===== src/rtl/spi_evt_pkg.sv =====
`timescale 1ns/1ps
package spi_evt_pkg;
  localparam int REG_W = 8;
  // bit positions (software decodes these)
  localparam int B_MME = 5;
  localparam int B_TXE = 4;
  localparam int B_BSY = 2;
  localparam int B_TXB = 1;
  localparam int B_RXB = 0;
  localparam logic [REG_W-1:0] LIVE_BITS =
    (REG_W'(1) << B_MME) | (REG_W'(1) << B_TXE) | (REG_W'(1) << B_BSY) |
    (REG_W'(1) << B_TXB) | (REG_W'(1) << B_RXB);

  typedef struct packed {
    logic [REG_W-1:0] setVec;
    logic [REG_W-1:0] clrVec;
    logic             maskWe;
    logic [REG_W-1:0] maskVal;
  } evt_stb_t;
endpackage


===== src/rtl/spi_evt_ctrl.sv =====
`timescale 1ns/1ps
module spi_evt_ctrl
  import spi_evt_pkg::*;
(
  input  logic             masterMode,
  input  logic             extSel,
  input  logic             txErrPulse,
  input  logic             rxDropPulse,
  input  logic             txDonePulse,
  input  logic             rxDonePulse,
  input  logic             regWe,
  input  logic             regAddr,
  input  logic [REG_W-1:0] regWdata,
  output evt_stb_t         stb
);
  always_comb begin
    stb.setVec        = '0;
    stb.setVec[B_MME] = masterMode & extSel;
    stb.setVec[B_TXE] = txErrPulse;
    stb.setVec[B_BSY] = rxDropPulse;
    stb.setVec[B_TXB] = txDonePulse;
    stb.setVec[B_RXB] = rxDonePulse;
    stb.clrVec        = (regWe && !regAddr) ? (regWdata & LIVE_BITS) : '0;
    stb.maskWe        = regWe && regAddr;
    stb.maskVal       = regWdata & LIVE_BITS;
  end
endmodule


===== src/rtl/spi_evt_dp.sv =====
`timescale 1ns/1ps
module spi_evt_dp
  import spi_evt_pkg::*;
(
  input  logic             clk,
  input  logic             rstN,
  input  evt_stb_t         stb,
  input  logic             regAddr,
  output logic [REG_W-1:0] evtQ,
  output logic [REG_W-1:0] maskQ,
  output logic [REG_W-1:0] regRdata,
  output logic             irq
);
  always_ff @(posedge clk or negedge rstN) begin
    if (!rstN) begin
      evtQ  <= '0;
      maskQ <= '0;
    end else begin
      // set dominates a simultaneous clear
      evtQ <= (stb.setVec | (evtQ & ~stb.clrVec)) & LIVE_BITS;
      if (stb.maskWe) maskQ <= stb.maskVal;
    end
  end

  assign regRdata = regAddr ? maskQ : evtQ;
  assign irq      = |(evtQ & maskQ);
endmodule


===== src/rtl/spi_evt_irq.sv =====
`timescale 1ns/1ps
module spi_evt_irq
  import spi_evt_pkg::*;
(
  input  logic             clk,
  input  logic             rstN,
  input  logic             masterMode,
  input  logic             extSel,
  input  logic             txErrPulse,
  input  logic             rxDropPulse,
  input  logic             txDonePulse,
  input  logic             rxDonePulse,
  input  logic             regWe,
  input  logic             regAddr,
  input  logic [REG_W-1:0] regWdata,
  output logic [REG_W-1:0] regRdata,
  output logic             irq
);
  evt_stb_t         stb;
  logic [REG_W-1:0] evtQ;
  logic [REG_W-1:0] maskQ;

  spi_evt_ctrl u_ctrl (
    .masterMode (masterMode),
    .extSel     (extSel),
    .txErrPulse (txErrPulse),
    .rxDropPulse(rxDropPulse),
    .txDonePulse(txDonePulse),
    .rxDonePulse(rxDonePulse),
    .regWe      (regWe),
    .regAddr    (regAddr),
    .regWdata   (regWdata),
    .stb        (stb)
  );

  spi_evt_dp u_dp (
    .clk     (clk),
    .rstN    (rstN),
    .stb     (stb),
    .regAddr (regAddr),
    .evtQ    (evtQ),
    .maskQ   (maskQ),
    .regRdata(regRdata),
    .irq     (irq)
  );
endmodule


===== config.mk =====
export PLATFORM = sky130hd
export DESIGN_NAME = spi_evt_irq
export DESIGN_NICKNAME = d
export VERILOG_FILES = /design/src/rtl/spi_evt_pkg.sv /design/src/rtl/spi_evt_ctrl.sv /design/src/rtl/spi_evt_dp.sv /design/src/rtl/spi_evt_irq.sv
export SDC_FILE = /design/constraint.sdc
export NUM_CORES = 1
export LEC_CHECK = 0
export ABC_AREA = 1
export CAP_MARGIN = 20
export CORE_ASPECT_RATIO = 1.4
export CORE_UTILIZATION = 25
export CTS_BUF_LIST = sky130_fd_sc_hd__clkbuf_2 sky130_fd_sc_hd__clkbuf_4 sky130_fd_sc_hd__clkbuf_8
export DETAILED_ROUTE_END_ITERATION = 6
export DONT_BUFFER_PORTS = 1
export HOLD_SLACK_MARGIN = 0.06
export SYNTH_ARGS = -nofsm -noshare
export SYNTH_HDL_FRONTEND = slang
export SYNTH_SLANG_ARGS = --single-unit

===== constraint.sdc =====
create_clock -name clk -period 1 [get_ports clk]
set_input_delay 0.2 -clock clk [delete_from_list [all_inputs] [get_ports clk]]
set_output_delay 0.2 -clock clk [all_outputs]
set_load 0.05 [all_outputs]

==> summary.md <==
| Metric | Value |
|---|---|
| First drt pass iteration count | `6` |
| Hold Crit Class | `in -> reg` |
| Crit path top cell by count | `nand2_1` |
| Power per cell area | `between 1500 and 2000 nW/um^2` |
| Inserted Diodes | `0` |
| Largest net degree at the start of global routing | `12` |
| Cells along the critical path | `nand2_1, nand2_1, nor2_2, nand2_4` |
| Crit path launch type | `flip-flop` |
| Initial antenna violation count | `0` |
| Area growth, synth to finish | `48.4%` |
| Cells after Synth | `79` |
| Via density | `4.68` |
| Worst vdd rail ir drop | `between 0.7 and 0.8 mV` |
| Reg-to-reg startpoint | `u_dp.evtQ[5]$_DFF_PN0_` |
| Vias | `552` |
| Warning count from the yosys run | `0` |
| Tot Pwr | `~1.3 mW` |
| Worst path required time | `about 0.80 ns` |
| Starting Density | `27.1%` |
| Vias in the first global route | `about 520` |
| RSZ-0062 raised after global routing | `yes` |
| Final Util | `40.2%` |
| Setup ws final | `-0.262 ns` |
| Failing checks | `setup timing` |
| Clock transition at the registers of the reported paths | `0.07 ns` |
| TritonCTS clock tree | `built` |
| Period Utilization, post-route | `126%` |
| Detailed-route wire length | `1.28 mm` |
| Clk sink count | `10` |
| Die H | `57.4 um` |
| Reg2reg path depth | `3` |
| Fin. Hold Viols | `0` |
| # fillers | `roughly 200` |
| Syn_area_per_cell | `roughly 6.9 um^2` |
| Max-slew violation count | `0` |
| CP Launch Point | `u_dp.evtQ[1]$_DFF_PN0_` |
| Core area | `between 2000 and 2500 um^2` |
| Worst path arrival time | `approximately 1.1 ns` |
| Share of cells above drive strength 1 | `20.6%` |
| Total GRT Usage | `between 10% and 20%` |
| First-pass GRT wire length | `approximately 2.1 mm` |
| Outcome | `finished, violations left` |
| Netlist cell types | `9` |
| Final #Nets | `116` |
| Skew-Pair Late Insertion Delay | `between 0.2 and 0.3 ns` |
| Post-synthesis cell area | `between 500 and 600 um^2` |
| Sequential Area | `between 200 and 300 um^2` |
| Row count | `19` |
| Crit path max-delay family | `flip-flops` |
| Die area | `between 2000 and 2500 um^2` |
| Maximum fanout along the worst path | `3` |
| Worst Setup Path Type | `reg -> out` |
| DR WL/cell | `~11 um` |
| Crit-path slowest cell | `dfrtp_1` |
| Setup_tns | `-1.09 ns` |
| Crit path capture | `irq` |
| CP peak stage delay | `around 0.4 ns` |
| Clock Skew | `0 ns` |
| Pleak | `0.441 nW` |
| CP Buf/Inv Count | `0` |
| Pre-CTS WS | `-0.00394 ns` |
| Area of the multi-input gates | `about 260 um^2` |
| CTS max path bufs | `2` |
| Max Clk Rate | `slightly below 0.8 GHz` |
| CTS root buf | `clkbuf_4` |
| DRC viols | `0` |
| DPL Wire Length | `between 800 and 900 um` |
| Worst R2R End | `u_dp.evtQ[5]$_DFF_PN0_` |
| Num CTS Buffers | `3` |
| MaxCap Viol Count | `0` |
| Final setup vio count | `6` |
| Minimum clock period after layout | `about 1.3 ns` |
| Flop-to-flop setup slack | `approximately 0.27 ns` |
| H-tree levels | `1` |
| Port Buffers | `0` |
| ANT nets after route | `0` |
| I/O pin count | `27` |
| Critical path capture point type | `primary output` |
| Final global-route overflow total | `0` |
| #FFs+latches synth | `10` |
| Sequential area share after synthesis | `roughly 46%` |
| Die width | `41.6 um` |
| GP Congestion | `between 0.7 and 0.8` |
| Crit path depth | `4` |
| Number of DRC markers in iteration 0 | `12` |
-- area by class of cell --
| cell class | instances | share of cell area, % |
|---|---|---|
| Multi-Input combinational cell | 59 | 31.8 |
| Timing Repair Buffer | 17 | 26.5 |
| Tap cell | 21 | 3.23 |
| Clock buffer | 4 | 4.46 |
| Sequential cell | 10 | 30.8 |
| Inverter | 7 | 3.23 |
-- worst min-delay path by stage --
stage	startpoint	end	slack, ns	cells past startpoint
6_report	regWdata[2]	u_dp.maskQ[2]$_DFFE_PN0P_	0.07	2
5_1_grt	regWdata[2]	u_dp.maskQ[2]$_DFFE_PN0P_	0.07	2
4_1_cts	regWdata[2]	u_dp.maskQ[2]$_DFFE_PN0P_	0.06	2
3_5_place_dp	rstN	u_dp.maskQ[2]$_DFFE_PN0P_	-0.1	0
3_3_place_gp	rstN	u_dp.evtQ[1]$_DFF_PN0_	-0.1	0
2_1_floorplan	rstN	u_dp.evtQ[0]$_DFF_PN0_	-0.1	0
-- report_power, final --
group / internal (mW) / switching [mW]
combinational: 0.172 / 0.243
clock: 0.222 / 0.154
sequential: 0.443 / 0.0292
-- per-layer routing --
layer | track usage, % | part of all wire (%)
met1 | 12.8 | 41
met2 | 19.2 | 48
met3 | 4.43 | 7.5
met4 | 8.29 | 3.0
met5 | 0 | 0
-- per-stage QoR --
stage	cells	instance area [um^2]	hold WS [ns]
floorplan	81	558	-0.0956
global placement	102	639	-0.0954
detailed placement	102	639	-0.0953
CTS	118	811	0.0618
global route	118	813	0.0708
finish	118	813	0.0696
-- placed cells by master, fill, tap and decap left out, drive strengths merged --
cell	instances
buf	7
clkbuf	4
conb	3
dfrtp	10
dlygate4sd3	10
inv	7
nand2	45
nand3	10
nor2	1
-- cells in the mapped netlist, drive strengths merged --
cell type,instances,area (um^2)
nand2,45,169
dfrtp,10,250
nand3,10,50.1
inv,7,26.3
buf,5,45.0
conb,1,3.75
nor2,1,3.75
-- registers in the layout, summed over array words and instances (netlist names) --
signal	count
u_dp.evtQ	5
u_dp.maskQ	5
-- what timing repair did --
action                                  4_1_cts  5_1_grt
hold buffers                                 10        0
setup buffers                                 2        0
endpoints found under the hold margin        20        0
gates resized for setup                       7        1
pin swaps                                     5        2
endpoints found under the setup margin        6        6
cloned                                        0        0
-- cells by family (layout without fill, tap and decap cells) --
| family | count (synthesis) | in the layout | synth area share, % |
|---|---|---|---|
| buffers and inverters | 12 | 28 | 13.0 |
| other | 1 | 3 | 0.684 |
| DFF | 10 | 10 | 45.7 |
| and+or+nand+nor | 56 | 56 | 40.6 |
No activity file was read; power rests on OpenSTA's default activity.
